## config.mk

```make
export PLATFORM = sky130hd
export DESIGN_NAME = line_meta_reg
export DESIGN_NICKNAME = d
export VERILOG_FILES = /design/src/rtl/line_meta_pkg.sv /design/src/rtl/lm_cmd_check.sv /design/src/rtl/lm_status_reg.sv /design/src/rtl/lm_stamp_reg.sv /design/src/rtl/line_meta_reg.sv
export SDC_FILE = /design/constraint.sdc
export NUM_CORES = 1
export LEC_CHECK = 0
export BUFFER_PORTS_ARGS = -buffer_cell sky130_fd_sc_hd__buf_4
export CELL_PAD_IN_SITES_DETAIL_PLACEMENT = 0
export CELL_PAD_IN_SITES_GLOBAL_PLACEMENT = 2
export CORE_MARGIN = 1
export CORE_UTILIZATION = 30
export DETAILED_ROUTE_END_ITERATION = 8
export PLACE_DENSITY = 0.91
export SLEW_MARGIN = 5
export SYNTH_ARGS = -nofsm -noshare
export SYNTH_HDL_FRONTEND = slang
export SYNTH_SLANG_ARGS = --single-unit
```

## constraint.sdc

```tcl
create_clock -name clk_i -period 3.8 [get_ports clk_i]
set_input_delay 0.76 -clock clk_i [delete_from_list [all_inputs] [get_ports clk_i]]
set_output_delay 0.76 -clock clk_i [all_outputs]
set_load 0.05 [all_outputs]
```

## src/rtl/line_meta_pkg.sv

```systemverilog
package line_meta_pkg;

  typedef enum logic [2:0] {
    OP_NOP         = 3'd0,
    OP_INSERT      = 3'd1,
    OP_INVAL       = 3'd2,
    OP_DIRTY       = 3'd3,
    OP_PREFETCH    = 3'd4,
    OP_TOUCH       = 3'd5,
    OP_SET_READY   = 3'd6,
    OP_QUERY_READY = 3'd7
  } lm_op_e;

  typedef enum logic [2:0] {
    COH_I = 3'd0,
    COH_S = 3'd1,
    COH_E = 3'd2,
    COH_O = 3'd3,
    COH_M = 3'd4,
    COH_T = 3'd5
  } lm_coh_e;

  localparam int unsigned ST_W     = 8;
  localparam int unsigned B_VALID  = 0;
  localparam int unsigned B_WPERM  = 1;
  localparam int unsigned B_RPERM  = 2;
  localparam int unsigned B_DIRTY  = 3;
  localparam int unsigned B_PF     = 5;
  localparam int unsigned B_SECURE = 6;
  localparam int unsigned B_COMP   = 7;

  // one-hot strobes of an accepted command
  typedef struct packed {
    logic insert;
    logic inval;
    logic dirty;
    logic pf;
    logic touch;
    logic ready;
  } lm_act_t;

endpackage

```

## src/rtl/lm_cmd_check.sv

```systemverilog
module lm_cmd_check
  import line_meta_pkg::*;
(
  input  logic    cmd_valid_i,
  input  lm_op_e  op_i,
  input  logic    line_valid_i,
  input  logic    ready_never_i,
  input  logic    time_early_i,
  output logic    err_o,
  output lm_act_t act_o
);

  logic bad;

  always_comb begin
    bad = 1'b0;
    unique case (op_i)
      OP_NOP:         bad = 1'b0;
      OP_INSERT:      bad = line_valid_i;
      OP_INVAL:       bad = 1'b0;
      OP_DIRTY,
      OP_PREFETCH,
      OP_TOUCH:       bad = !line_valid_i;
      OP_SET_READY:   bad = !line_valid_i || time_early_i;
      OP_QUERY_READY: bad = !line_valid_i || ready_never_i;
      default:        bad = 1'b1;
    endcase
  end

  assign err_o = cmd_valid_i && bad;

  logic go;
  assign go = cmd_valid_i && !bad;

  always_comb begin
    act_o        = '0;
    act_o.insert = go && (op_i == OP_INSERT);
    act_o.inval  = go && (op_i == OP_INVAL);
    act_o.dirty  = go && (op_i == OP_DIRTY);
    act_o.pf     = go && (op_i == OP_PREFETCH);
    act_o.touch  = go && (op_i == OP_TOUCH);
    act_o.ready  = go && (op_i == OP_SET_READY);
  end

  // at most one action, and never alongside an error
  always_comb begin
    p_one_action_r10: assert ($countones(act_o) <= 1 && !(err_o && (act_o != '0)));
  end

endmodule

```

## src/rtl/lm_status_reg.sv

```systemverilog
module lm_status_reg
  import line_meta_pkg::*;
(
  input  logic            clk_i,
  input  logic            rst_ni,
  input  lm_act_t         act_i,
  input  logic            secure_i,
  input  logic            comp_i,
  input  logic            wperm_i,
  input  logic            rperm_i,
  input  logic            pf_i,
  output logic [ST_W-1:0] status_o,
  output logic            writable_o,
  output logic            readable_o,
  output lm_coh_e         coh_o
);

  logic [ST_W-1:0] st_q, st_d;

  always_comb begin
    st_d = st_q;
    if (act_i.inval) begin
      st_d = '0;
    end else if (act_i.insert) begin
      st_d           = '0;
      st_d[B_VALID]  = 1'b1;
      st_d[B_WPERM]  = wperm_i;
      st_d[B_RPERM]  = rperm_i;
      st_d[B_PF]     = pf_i;
      st_d[B_SECURE] = secure_i;
      st_d[B_COMP]   = comp_i;
    end else begin
      if (act_i.dirty) st_d[B_DIRTY] = 1'b1;
      if (act_i.pf)    st_d[B_PF]    = 1'b1;
      if (act_i.touch) st_d[B_PF]    = 1'b0;
    end
  end

  always_ff @(posedge clk_i or negedge rst_ni) begin
    if (!rst_ni) st_q <= '0;
    else         st_q <= st_d;
  end

  assign status_o   = st_q;
  assign writable_o = st_q[B_WPERM] && st_q[B_VALID];
  assign readable_o = st_q[B_RPERM] && st_q[B_VALID];

  always_comb begin
    unique case ({writable_o, st_q[B_DIRTY], st_q[B_VALID]})
      3'b111:  coh_o = COH_M;
      3'b011:  coh_o = COH_O;
      3'b101:  coh_o = COH_E;
      3'b001:  coh_o = COH_S;
      3'b000:  coh_o = COH_I;
      default: coh_o = COH_T;
    endcase
  end

  p_touch_clears_pf_r8: assert property (@(posedge clk_i) disable iff (!rst_ni)
    act_i.touch |=> !status_o[B_PF] && status_o[B_VALID]);

  p_dirty_sets_r9: assert property (@(posedge clk_i) disable iff (!rst_ni)
    act_i.dirty |=> status_o[B_DIRTY]);

  p_bit4_zero_r2: assert property (@(posedge clk_i) disable iff (!rst_ni)
    !status_o[4]);

endmodule

```

## src/rtl/lm_stamp_reg.sv

```systemverilog
module lm_stamp_reg
  import line_meta_pkg::*;
#(
  parameter int unsigned REF_W = 3,
  parameter int unsigned TS_W  = 16
) (
  input  logic             clk_i,
  input  logic             rst_ni,
  input  lm_act_t          act_i,
  input  logic [TS_W-1:0]  now_i,
  input  logic [TS_W-1:0]  ready_i,
  output logic [REF_W-1:0] ref_cnt_o,
  output logic [TS_W-1:0]  ins_time_o,
  output logic [TS_W-1:0]  rdy_time_o
);

  localparam logic [REF_W-1:0] REF_MAX = '1;
  localparam logic [TS_W-1:0]  NEVER   = '1;

  logic [REF_W-1:0] ref_q;
  logic [TS_W-1:0]  ins_q, rdy_q;

  always_ff @(posedge clk_i or negedge rst_ni) begin
    if (!rst_ni) begin
      ref_q <= '0;
      ins_q <= '0;
      rdy_q <= NEVER;
    end else if (act_i.inval) begin
      ref_q <= '0;
      ins_q <= '0;
      rdy_q <= NEVER;
    end else if (act_i.insert) begin
      ref_q <= REF_W'(1);
      ins_q <= now_i;
      rdy_q <= NEVER;
    end else begin
      if (act_i.touch && ref_q != REF_MAX) ref_q <= ref_q + REF_W'(1);
      if (act_i.ready) rdy_q <= ready_i;
    end
  end

  assign ref_cnt_o  = ref_q;
  assign ins_time_o = ins_q;
  assign rdy_time_o = rdy_q;

  p_no_overflow_r8: assert property (@(posedge clk_i) disable iff (!rst_ni)
    (act_i.touch && ref_cnt_o == REF_MAX) |=> ref_cnt_o == REF_MAX);

  p_touch_counts_r8: assert property (@(posedge clk_i) disable iff (!rst_ni)
    (act_i.touch && ref_cnt_o != REF_MAX) |=> ref_cnt_o == $past(ref_cnt_o) + REF_W'(1));

  p_ready_order_r6: assert property (@(posedge clk_i) disable iff (!rst_ni)
    (rdy_time_o != NEVER) |-> rdy_time_o >= ins_time_o);

endmodule

```

## src/rtl/line_meta_reg.sv

```systemverilog
module line_meta_reg
  import line_meta_pkg::*;
#(
  parameter int unsigned TAG_W = 20,
  parameter int unsigned RID_W = 4,
  parameter int unsigned TID_W = 8,
  parameter int unsigned REF_W = 3,
  parameter int unsigned TS_W  = 16
) (
  input  logic             clk_i,
  input  logic             rst_ni,
  input  logic             cmd_valid_i,
  input  logic [2:0]       cmd_op_i,
  input  logic [TAG_W-1:0] cmd_tag_i,
  input  logic             cmd_secure_i,
  input  logic             cmd_compressed_i,
  input  logic             cmd_wperm_i,
  input  logic             cmd_rperm_i,
  input  logic             cmd_prefetch_i,
  input  logic [RID_W-1:0] cmd_req_id_i,
  input  logic [TID_W-1:0] cmd_task_id_i,
  input  logic [TS_W-1:0]  cmd_time_i,
  input  logic [TS_W-1:0]  now_i,
  output logic             err_o,
  output logic [7:0]       status_o,
  output logic             writable_o,
  output logic             readable_o,
  output logic [2:0]       coh_o,
  output logic [TAG_W-1:0] tag_o,
  output logic [RID_W-1:0] req_id_o,
  output logic [TID_W-1:0] task_id_o,
  output logic [REF_W-1:0] ref_cnt_o,
  output logic [TS_W-1:0]  insert_time_o,
  output logic [TS_W-1:0]  ready_time_o
);

  localparam logic [RID_W-1:0] RID_INVALID  = '1;
  localparam logic [TID_W-1:0] TID_UNKNOWN  = '1;
  localparam logic [TS_W-1:0]  NEVER        = '1;

  lm_act_t act;
  lm_coh_e coh;

  lm_cmd_check u_check (
    .cmd_valid_i   (cmd_valid_i),
    .op_i          (lm_op_e'(cmd_op_i)),
    .line_valid_i  (status_o[B_VALID]),
    .ready_never_i (ready_time_o == NEVER),
    .time_early_i  (cmd_time_i < insert_time_o),
    .err_o         (err_o),
    .act_o         (act)
  );

  lm_status_reg u_status (
    .clk_i      (clk_i),
    .rst_ni     (rst_ni),
    .act_i      (act),
    .secure_i   (cmd_secure_i),
    .comp_i     (cmd_compressed_i),
    .wperm_i    (cmd_wperm_i),
    .rperm_i    (cmd_rperm_i),
    .pf_i       (cmd_prefetch_i),
    .status_o   (status_o),
    .writable_o (writable_o),
    .readable_o (readable_o),
    .coh_o      (coh)
  );

  assign coh_o = coh;

  lm_stamp_reg #(.REF_W(REF_W), .TS_W(TS_W)) u_stamp (
    .clk_i      (clk_i),
    .rst_ni     (rst_ni),
    .act_i      (act),
    .now_i      (now_i),
    .ready_i    (cmd_time_i),
    .ref_cnt_o  (ref_cnt_o),
    .ins_time_o (insert_time_o),
    .rdy_time_o (ready_time_o)
  );

  logic [TAG_W-1:0] tag_q;
  logic [RID_W-1:0] rid_q;
  logic [TID_W-1:0] tid_q;

  always_ff @(posedge clk_i or negedge rst_ni) begin
    if (!rst_ni) begin
      tag_q <= '0;
      rid_q <= RID_INVALID;
      tid_q <= TID_UNKNOWN;
    end else if (act.inval) begin
      tag_q <= '0;
      rid_q <= RID_INVALID;
      tid_q <= TID_UNKNOWN;
    end else if (act.insert) begin
      tag_q <= cmd_tag_i;
      rid_q <= cmd_req_id_i;
      tid_q <= cmd_task_id_i;
    end
  end

  assign tag_o     = tag_q;
  assign req_id_o  = rid_q;
  assign task_id_o = tid_q;

  p_illegal_keeps_state_r10: assert property (@(posedge clk_i) disable iff (!rst_ni)
    err_o |=> $stable(status_o) && $stable(tag_o) && $stable(ref_cnt_o) &&
              $stable(ready_time_o) && $stable(insert_time_o) &&
              $stable(req_id_o) && $stable(task_id_o));

  p_insert_loads_r5: assert property (@(posedge clk_i) disable iff (!rst_ni)
    (cmd_valid_i && !err_o && cmd_op_i == 3'd1) |=>
      status_o[B_VALID] && ref_cnt_o == REF_W'(1) && tag_o == $past(cmd_tag_i) &&
      insert_time_o == $past(now_i) && ready_time_o == NEVER);

  p_invalidate_clears_r4: assert property (@(posedge clk_i) disable iff (!rst_ni)
    (cmd_valid_i && cmd_op_i == 3'd2) |=>
      status_o == '0 && task_id_o == TID_UNKNOWN && req_id_o == RID_INVALID &&
      ref_cnt_o == '0 && ready_time_o == NEVER);

  p_no_err_idle_r10: assert property (@(posedge clk_i) disable iff (!rst_ni)
    !cmd_valid_i |-> !err_o);

endmodule

```

; ---- Word-level counts from Yosys, hierarchy flattened
; Index checks and enable logic that the tools add are counted.
[totals]
reg_bits = 75
in_bits = 75
output_inout_bits = 81
wordCells = 73
[op_classes]
addsub = 1
n_lt_le_gt_ge = 1
eq_ne = 13
n_mux = 25
n_reduce_logical = 24
[op_table]
columns = operator, count
row1 = two-way mux 16 bit, 5
row2 = two-way mux 20 bit, 2
row3 = two-way mux 8 bit, 3
row4 = "== test 3 bit, second input constant", 6
row5 = "== test 16 bit, second input constant", 1
row6 = less-than comparator 16 bit, 1
row7 = case mux 3 bit (5 select lines), 1
row8 = two-way mux 3 bit, 4
row9 = logical AND 1 bit, 11
row10 = "== test 3 x 2 -> 1 bit, second input constant", 3
row11 = nonzero test 3 bit, 3
row12 = two-way mux 4 bit, 2
row13 = "== test 3 x 1 -> 1 bit, second input constant", 2
row14 = zero test 3 bit, 2
row15 = two-way mux 1 bit, 6
row16 = case mux 1 bit (5 select lines), 1
row17 = nonzero test 4 bit, 1
row18 = "adder 3 x 1 -> 3 bit, second input constant", 1
row19 = "inequality test 3 bit, second input constant", 1
row20 = OR reduction 3 bit, 1
row21 = zero test 1 bit, 2
row22 = logical OR 1 bit, 2
row23 = two-way mux 2 bit, 1
row24 = nonzero test 2 bit, 1
row25 = OR reduction 2 bit, 1

; ---- Logic depth before layout (Yosys ltp)
; Gate-level depths: netlist of the first run.
[logic_depth]
ltp_word = 10
mapped_depth = 10
mapped_depth_nobuf = 8

; ---- Hierarchy
; From an unflattened synthesis of the first run, not the netlist that was laid out.
[unflattened]
cells_unflattened = 329
hier_area_um2 = 3663.5
[by_module_without_submodules]
columns = mod, instances, cells_per_inst, area_per_inst_um2
row1 = line_meta_reg, 1, 160, 1725.4
row2 = lm_stamp_reg, 1, 117, 1486.4
row3 = lm_status_reg, 1, 34, 341.6
row4 = lm_cmd_check, 1, 18, 110.1

; ---- Worst setup path after synthesis of the first run
; Ideal clock, no wire load.
[synth_path]
path_type = in2out
startpoint = input cmd_time_i[1]
endpoint = output err_o
arrival_ns = 2.430
t_required_ns = 3.040
slack_ns = 0.610
path_stages = 6
path_buffers = 0
path_cell_list = ha_1 a2111oi_0 o31ai_1 a21oi_1 nor2_1 nor2_1
[synth_via]
elab_chain_cells = 4
[synth_lines]
columns = element, line
row1 = "start, declared", line_meta_reg.sv:22  ; input logic [TS_W-1:0] cmd_time_i,
row2 = less-than comparator 16 bit, line_meta_reg.sv:49  ; .time_early_i (cmd_time_i < insert_time_o),
row3 = logical OR 1 bit, lm_cmd_check.sv:24  ; OP_SET_READY: bad = !line_valid_i || time_early_i;
row4 = case mux 1 bit (5 select lines), lm_cmd_check.sv:17  ; unique case (op_i)
row5 = logical AND 1 bit, lm_cmd_check.sv:30  ; assign err_o = cmd_valid_i && bad;
row6 = "end, declared", line_meta_reg.sv:24  ; output logic err_o,
; No other way between the ends.

; ---- Worst setup path in the final report of the first run
; Ends and elaborated chain as after synthesis.

==> results of run 1 <==
==> routing by layer <==
metal  track usage (%)  wire length, um
met1              22.2             4180
met2              27.1             4570
met3              3.74              553
met4              8.41              206
met5                 0                0
==> power by group through the flow <==
stage               Combinational [uW]  Sequential [uW]  Clock (uW)
floorplan                          230             1400           0
global placement                   922             1030           0
detailed placement                 931             1030           0
CTS                                933             1020         768
global route                       977             1030         807
finish                             925             1010         745
==> flip-flops by register name (all words and copies together) (netlist names) <==
name and count:
req_id_o 4, tag_o 20, task_id_o 8, u_stamp.ins_time_o 16
u_stamp.rdy_time_o 16, u_stamp.ref_cnt_o 3, u_status.status_o 7
==> per-stage QoR <==
| step | cells | hold slack, ns | cell area, um^2 | setup slack (ns) | power (uW) |
|---|---|---|---|---|---|
| floorplan | 296 | 0.464 | 3370 | 0.610 | 1630 |
| global placement | 573 | 0.485 | 4620 | 0.584 | 1950 |
| detailed placement | 573 | 0.488 | 4620 | 0.538 | 1960 |
| CTS | 589 | 0.511 | 4860 | 0.498 | 2720 |
| global route | 589 | 0.524 | 4860 | 0.284 | 2810 |
| finish | 589 | 0.506 | 4860 | 0.463 | 2690 |
==> placed cells by master (no fill, tap or decap), types with 2 or more instances in the layout <==
cell type  synthesis  routed
o22ai_1            3       3
nor4_1             2       2
dfstp_2           28      28
clkbuf_8           0       9
buf_4              2     155
ha_1              17      17
nand2_1           25      25
o21ai_0           27      27
and2_1             4       4
and3_1             2       2
a21oi_1            6       6
dfrtp_1           46      46
nand3_1            2       2
a22o_1            25      25
inv_2              3       3
nand2b_1           5       5
inv_1             17      17
a21o_1             4       4
o22a_1            28      28
o21a_1             2       2
bufinv_16          0       3
clkinv_2           0       2
nor2_1             8       7
nand4_1            6       6
==> worst paths after layout <==
path / from / end / slack (ns) / cells after the start
worst max-delay path: cmd_time_i[1] / err_o / 0.46 / 8
worst min-delay path: tag_o[19]$_DFFE_PN0P_ / tag_o[19]$_DFFE_PN0P_ / 0.51 / 1
worst max register to register: u_stamp.ins_time_o[7]$_DFFE_PN0P_ / u_stamp.rdy_time_o[2]$_DFFE_PN1P_ / 1.17 / 7
worst min register to register: tag_o[19]$_DFFE_PN0P_ / tag_o[19]$_DFFE_PN0P_ / 0.51 / 1
max in group asynchronous: rst_ni / tag_o[10]$_DFFE_PN0P_ / 2.62 / 1
min in group asynchronous: rst_ni / u_stamp.ins_time_o[13]$_DFFE_PN0P_ / 0.55 / 1
==> layout make-up <==
type,count,area (um^2)
flip-flops and latches,74,1890
fillers,1020,6030
clock buffers,9,124
well taps,140,175
repair buffers,155,1160
multi-input cells,184,1320
inverters,20,75.1
clock inverters,7,116
==> logic make-up (layout without fill, tap and decap cells) <==
family | after synthesis | count (layout) | synth area share [%]
compound gates | 104 | 104 | 22.9
xor+xnor | 2 | 2 | 0.520
fa+ha+maj | 17 | 17 | 6.31
buf+inv | 38 | 191 | 5.01
flops | 74 | 74 | 56.0
mux | 2 | 2 | 0.631
other cells | 1 | 1 | 0.111
simple gates | 58 | 58 | 8.47
==> impl_metrics.toml, run 1 <==
[timing]
fmax_mhz = 300
drv_slew = 0
hold_viol_final = 0
finalSetupTns_ns = 0
period_minus_slack_ns = 3.34
fin_crit_sh_pct = 87.8
setup_viol = 0
slew-limit-headroom_pct = 22.2
worst_slew_pin_slew_ns = 1.16
finClkSkew_ns = 0.00837
rsz0062_at_grt = "no"

[final_layout]
drive_above_1_share_pct = 46.3
fin_nets = 536
antenna_cells = 0
final_util_pct = 44.7
areaGrowthSynthToFinish_pct = 44.3

[routing]
route.detailed.drc = 0
postRouteWirelength_um = 9520
ant_nets = 0
vias = 2869
wl_per_cell_um = 16.2
vias_per_cell = 4.87
drtIter0Drc = 156
drtPass1Iterations = 4

[min_path]
min_path_type = "reg2reg"

[worst_setup_path]
crit_path_end_kind = "primary output"
crit_path_top_delay_cell = "a2111oi_0"
path_max_fanout = 3
crit_type = "in2out"
path_cells = "buf_4 -> ha_1 -> a2111oi_0 -> o31ai_1 -> a21oi_1 -> nor2_1 -> nor2_1 -> buf_4"
critPathBufInv = 2
required_ns = 3.04
path_delay_family = "compound AO/OA/AOI/OAI gates"
max_stage_delay_ns = 0.47
critPathLaunchType = "input pin"
worst-endpoint-arrival_ns = 2.58

[placement]
port_buffers = 154
place.gp.congestion = 0.777
dp_hpwl_um = 6840

[logic_synthesis]
synthesis.area_um2 = 3370
synth_cell_types = 42
synth.most_common_cell = "dfrtp_1"
synth_common_cells = "dfrtp_1, dfstp_2, o22a_1"
synth_top_area_share_pct = 34.2
synth_edf_count = 0
yosysWarnings = 0
syn_avg_cell_area_um2 = 11.4
synth_seq_cells = 74
seq_area_frac_synth_pct = 56.0
syn_inst = 296
synth.net_count = 388
synth_top_cell_by_area = "dfrtp_1"
synth.top_cells.by_area = "dfrtp_1, dfstp_2, o22a_1, a22o_1, ha_1"
ys.flop_type = "dfrtp_1"
async_reset_ff_share_pct = 100

[grt]
grt_overflow_total = 0
grt_first_pass_wirelength_um = 15100
antenna_found_initial = 0
grtUsageTotal_pct = 17.2
grt_max_degree = 75
grt_pass1_vias = 2918

[clocking]
ctsHoldBuffers = 0
cts_max_path_buffers = 2
post_cts.repair.setup_buffers = 0
tritoncts = "done"
clk_latency_ns = 0.35
cts_resized = 0
clkTransAtPathRegs_ns = 0.07
cts-buffers-inserted = 9
h-tree-depth = 3
cts.sinks = 74
root_buffer = "clkbuf_8"

[floorplan]
die_y_um = 108
io_pins = 156
coreArea_um2 = 10900
dieArea_um2 = 11700
die_w_um = 108
core.rowCount = 38
initial_core_util_pct = 30.9

[power_and_ir_drop]
switching_share_pct = 37.5
p_comb_share_pct = 34.5
internal-power_uw = 1680
switchingPower_uw = 1010
power.leakage_uw = 0.00231
pwr-share-clk_pct = 27.7
p_seq_share_pct = 37.8
power_density_nw_per_um2 = 552
vdd_drop_max_mv = 0.210

[run_status]
status = "complete, no violations"

[job]
max-cap-violations = 0
(Power assumes the default switching activity.)
==> run 2, diff against run 1 <==
CORE_UTILIZATION = 31   (was 30)
SYNTH_HIERARCHICAL = 1   (was default)
==> run 2 against run 1 <==
  * Utilization grew 1.0 points
  * Largest power group is now combinational cells
  * Critical endpoint unchanged
  * Largest cell class unchanged
  * Routed wire length shrank 6.0%
  * Flip-flop and latch count is the same
  * Worst setup slack lost 0.31 ns
==> impl_metrics.toml, run 2 <==
[run_status]
status = "complete, no violations"

[routing]
vias_per_cell = 4.68
vias = 2947
drtIter0Drc = 61
wl_per_cell_um = 14.2
route.detailed.drc = 0
drtPass1Iterations = 4
ant_nets = 0
postRouteWirelength_um = 8950

[power_and_ir_drop]
pwr-share-clk_pct = 26.8
internal-power_uw = 1960
switchingPower_uw = 1260
vdd_drop_max_mv = 0.284
power_density_nw_per_um2 = 614
p_seq_share_pct = 33.8
p_comb_share_pct = 39.4
switching_share_pct = 39.1
power.leakage_uw = 0.00251

[min_path]
min_path_type = "reg2reg"

[logic_synthesis]
synth_top_area_share_pct = 31.4
synth_top_cell_by_area = "dfrtp_1"
synth.top_cells.by_area = "dfrtp_1, dfstp_2, mux2i_1, ha_1, nor2_1"
synth_edf_count = 0
synth_cell_types = 39
ys.flop_type = "dfrtp_1"
seq_area_frac_synth_pct = 51.5
async_reset_ff_share_pct = 100
synth.most_common_cell = "mux2i_1"
synth_seq_cells = 74
synthesis.area_um2 = 3660
syn_inst = 329
syn_avg_cell_area_um2 = 11.1
yosysWarnings = 6
synth.net_count = 421
synth_common_cells = "mux2i_1, nor2_1, dfrtp_1"

[floorplan]
io_pins = 156
dieArea_um2 = 12300
initial_core_util_pct = 31.9
die_w_um = 111
coreArea_um2 = 11500
core.rowCount = 39
die_y_um = 111

[worst_setup_path]
reg2reg_setup_slack_ns = 1.18
crit_path_end = "err_o"
crit_type = "in2out"
required_ns = 3.04
crit_path_end_kind = "primary output"
path_max_fanout = 3
worst-endpoint-arrival_ns = 2.89
critPathLaunch = "cmd_time_i[6]"
rr_endpoint = "u_stamp/rdy_time_o[5]$_DFFE_PN1P_"
critPathLaunchType = "input pin"
rr_worst_depth = 9
r2r_start = "u_stamp/ins_time_o[6]$_DFFE_PN0P_"

[placement]
dp_hpwl_um = 6460
pre_cts_slack_ns = 0.175
place_area_um2 = 4930
dp_cells = 614
port_buffers = 154
place.gp.congestion = 0.780

[timing]
fmax_mhz = 274
finalSetupTns_ns = 0
drv_slew = 0
period_minus_slack_ns = 3.65
fin_crit_sh_pct = 96.0
setup_ws_ns = 0.152
finClkSkew_ns = 0.00621
hold_viol_final = 0
setup_viol = 0
slew-limit-headroom_pct = 36.6
rsz0062_at_grt = "no"
worst_slew_pin_slew_ns = 0.952

[final_layout]
seq_area_um2 = 1890
stdcell_count = 630
final_area_um2 = 5240
largest_reg_flops = 20
final_util_pct = 45.7
fin_nets = 574
antenna_cells = 0
fillCellCount = 1118
layout_commonest_cell = "buf_4"
areaGrowthSynthToFinish_pct = 43.0
multi_input_area_um2 = 1590
drive_above_1_share_pct = 42.9
final_cell_mix = "buf_4, mux2i_1, nor2_1"

[clocking]
cts.sinks = 74
cts_resized = 0
post_cts.repair.setup_buffers = 0
h-tree-depth = 3
cts_max_path_buffers = 2
ctsHoldBuffers = 0
tritoncts = "done"
clkTransAtPathRegs_ns = 0.06
root_buffer = "clkbuf_16"
cts-buffers-inserted = 9
clk_latency_ns = 0.32

[job]
max-cap-violations = 0

[grt]
grtUsageTotal_pct = 15.3
grt_overflow_total = 0
antenna_found_initial = 0
grt_max_degree = 75
grt_pass1_vias = 3051
grt_first_pass_wirelength_um = 15000
==> run 2: changes by cell type in the layout (fill, tap and decap cells not counted), moves of 5 or more <==
| cell | previous run | this run |
|---|---|---|
| o21ai_0 | 27 | 3 |
| nor2b_1 | 0 | 10 |
| o22a_1 | 28 | 0 |
| clkbuf_16 | 0 | 9 |
| a22o_1 | 25 | 0 |
| clkbuf_8 | 9 | 3 |
| nor2_1 | 7 | 48 |
| nand2_1 | 25 | 20 |
| a211o_1 | 1 | 12 |
| mux2i_1 | 1 | 59 |
| nor3_1 | 0 | 5 |
==> run 2: cell type report <==
type                    count  share of cell area, %
clock buffers              14                   5.23
flip-flops and latches     74                   36.0
repair buffers            158                   22.9
clock inverters             2                  0.669
inverters                  19                   1.36
multi-input cells         220                   30.4
well taps                 143                   3.42
==> run 2: stage by stage <==
stage / hold slack, ns / power [uW]
final: 0.526 / 3220
after global routing: 0.559 / 3390
after CTS: 0.533 / 3270
after detailed placement: 0.512 / 2380
after global placement: 0.504 / 2360
after floorplan: 0.464 / 1950
==> run 2: power by group through the flow <==
| stage | Sequential, uW | Combinational (uW) | Clock [uW] |
|---|---|---|---|
| finish | 1090 | 1270 | 862 |
| global route | 1110 | 1350 | 934 |
| CTS | 1090 | 1280 | 897 |
| detailed placement | 1100 | 1280 | 0 |
| global placement | 1090 | 1270 | 0 |
| floorplan | 1610 | 339 | 0 |
==> run 2: worst max-delay path, cell delays in order <==
cell	delay, ns
buf_4	0.12
ha_1	0.31
nand4_1	0.10
o311ai_0	0.64
a21oi_1	0.21
mux2i_1	0.19
nor2_1	0.07
a221o_1	0.31
buf_4	0.19
==> run 2: how the worst min path moves through the flow <==
stage,from,to,cells past startpoint
2_1_floorplan,rst_ni,tag_o[0]$_DFFE_PN0P_,0
3_3_place_gp,tag_o[18]$_DFFE_PN0P_,tag_o[18]$_DFFE_PN0P_,2
3_5_place_dp,tag_o[17]$_DFFE_PN0P_,tag_o[17]$_DFFE_PN0P_,2
4_1_cts,tag_o[14]$_DFFE_PN0P_,tag_o[14]$_DFFE_PN0P_,2
5_1_grt,tag_o[14]$_DFFE_PN0P_,tag_o[14]$_DFFE_PN0P_,2
6_report,tag_o[12]$_DFFE_PN0P_,tag_o[12]$_DFFE_PN0P_,2
==> run 2: cells by family after synthesis <==
kind of cell             after synthesis  share of synthesized area (%)
AND/OR/NAND/NOR                      111                           14.3
adder cells (fa/ha/maj)               17                           5.81
flip-flops                            74                           51.5
multiplexers                          59                           16.1
AO/OA/AOI/OAI                         30                           6.18
buffers and inverters                 35                           5.46
XOR/XNOR                               2                          0.478
other                                  1                          0.102
==> run 2: layer usage <==
metal	track usage, %	vias up	share of wire [%]
met3	4.05	9	6.4
li1	-	1424	-
met1	19.1	1412	44
met5	0	-	0
met2	25.2	102	48
met4	5.87	0	1.4
==> run 3, diff against run 2 <==
SETUP_SLACK_MARGIN = 0.3   (was default)
==> run 3 against run 2 <==
  * Final area rose by 0.24%
  * Critical path depth increased by 1
  * Sequential share of layout area shrank 0.086 points
  * Highest routed layer unchanged
  * Flip-flop and latch count did not move
  * Maximum frequency is 8.1% higher
  * Routed wire length rose by 0.28%
  * First-iteration DRC count rose by 6.6%
==> impl_metrics.toml, run 3 (synthesis results as in run 2) <==
[run_status]
status = "complete, no violations"

[floorplan]
die_w_um = 111
coreArea_um2 = 11500
die_y_um = 111
core.rowCount = 39
io_pins = 156
dieArea_um2 = 12300
initial_core_util_pct = 31.9

[placement]
place.gp.congestion = 0.780
port_buffers = 154
dp_hpwl_um = 6460
dp_cells = 614

[worst_setup_path]
worst-endpoint-arrival_ns = 2.61
reg2reg_setup_slack_ns = 1.47
crit_type = "in2out"
required_ns = 3.04
path_common_cell = "buf_4"
path_cells = "buf_4 -> ha_1 -> and3_1 -> o21ai_0 -> o311ai_2 -> a21oi_2 -> mux2i_1 -> nor2_1 -> a221o_1 -> buf_4"
critPathBufInv = 2
crit_path_top_delay_cell = "ha_1"
path_delay_family = "compound AO/OA/AOI/OAI gates"
critPathLaunchType = "input pin"
max_stage_delay_ns = 0.31
path_max_fanout = 3
crit_path_end_kind = "primary output"

[routing]
drtIter0Drc = 65
vias = 2945
route.detailed.drc = 0
postRouteWirelength_um = 8970
wl_per_cell_um = 14.2
vias_per_cell = 4.67
ant_nets = 0
drtPass1Iterations = 4

[grt]
grt_first_pass_wirelength_um = 15000
grt_max_degree = 75
grt_pass1_vias = 3051
grt_overflow_total = 0
grtUsageTotal_pct = 15.3
antenna_found_initial = 0

[power_and_ir_drop]
power.leakage_uw = 0.00251
total_power_uw = 3230
power_density_nw_per_um2 = 614
vdd_drop_max_mv = 0.284

[timing]
slew-limit-headroom_pct = 36.2
hold_viol_final = 0
fin_crit_sh_pct = 88.8
period_minus_slack_ns = 3.37
finClkSkew_ns = 0.00630
rsz0062_at_grt = "no"
setup_viol = 0
fmax_mhz = 296
drv_slew = 0
worst_slew_pin_slew_ns = 0.957
finalSetupTns_ns = 0

[clocking]
cts.sinks = 74
clkTransAtPathRegs_ns = 0.06
cts_max_path_buffers = 2
cts-buffers-inserted = 9
root_buffer = "clkbuf_16"
post_cts.repair.setup_buffers = 0
h-tree-depth = 3
clk_latency_ns = 0.32
tritoncts = "done"

[final_layout]
final_cell_mix = "buf_4, mux2i_1, nor2_1"
antenna_cells = 0
largest_reg_flops = 20
layout_commonest_cell = "buf_4"
drive_above_1_share_pct = 43.3
stdcell_count = 630
fin_nets = 574
fillCellCount = 1119
areaGrowthSynthToFinish_pct = 43.3

[min_path]
min_path_type = "reg2reg"

[job]
max-cap-violations = 0
[run 3: cell types whose count changed in the layout (fill, tap and decap cells not counted)]
| cell | delta |
|---|---|
| a2111oi_0 | -1 |
| a2111oi_1 | +1 |
| a21oi_1 | -1 |
| a21oi_2 | +1 |
| o311ai_0 | -1 |
| o311ai_2 | +1 |
[run 3: timing repair]
action / CTS / global route
endpoints found under the setup margin: 1 / 1
resized for setup: 1 / 3
hold buffers: 0 / 0
pin swaps: 0 / 0
[run 3: final timing paths]
| check | start | to | cells past startpoint |
|---|---|---|---|
| setup / recovery | cmd_time_i[6] | err_o | 10 |
| setup reg to reg | u_stamp/ins_time_o[7]$_DFFE_PN0P_ | u_stamp/rdy_time_o[5]$_DFFE_PN1P_ | 9 |
| hold / removal | tag_o[12]$_DFFE_PN0P_ | tag_o[12]$_DFFE_PN0P_ | 2 |
| max in group asynchronous | rst_ni | u_stamp/ins_time_o[5]$_DFFE_PN0P_ | 1 |
| hold reg to reg | tag_o[12]$_DFFE_PN0P_ | tag_o[12]$_DFFE_PN0P_ | 2 |
| min in group asynchronous | rst_ni | u_stamp/ins_time_o[11]$_DFFE_PN0P_ | 1 |
[run 3: final cells by class]
type                            instances  area, um^2  share of cell area, %
Clock buffer                           14         274                   5.22
Multi-Input combinational cell        220        1610                   30.6
Clock inverter                          2        35.0                  0.667
Inverter                               19        71.3                   1.36
Tap cell                              143         179                   3.41
Timing Repair Buffer                  158        1200                   22.8
Sequential cell                        74        1890                   35.9
[run 3: where the power goes]
group	total [uW]	switching, uW	internal (uW)
Sequential	1090	113	974
Combinational	1280	848	429
Clock	862	301	561
[run 3: per-layer routing]
metal	share of wire (%)	GRT usage [%]
met4	1.4	5.87
met3	6.2	4.05
met1	45	19.1
met2	48	25.2
met5	0	0
[run 3: metrics by stage]
stage	hold slack [ns]	setup WS (ns)	cell area, um^2	util (%)
2_1_floorplan	0.464	0.585	3660	-
3_3_place_gp	0.504	0.224	4930	43.0
4_1_cts	0.533	0.346	5240	45.7
3_5_place_dp	0.512	0.175	4930	43.0
6_report	0.526	0.426	5250	45.8
5_1_grt	0.559	0.277	5250	45.8
[run 3: worst min-delay path: stages (launching register included)]
cell     delay (ns)
dfrtp_1        0.34
mux2i_1        0.07
nor2_1         0.08
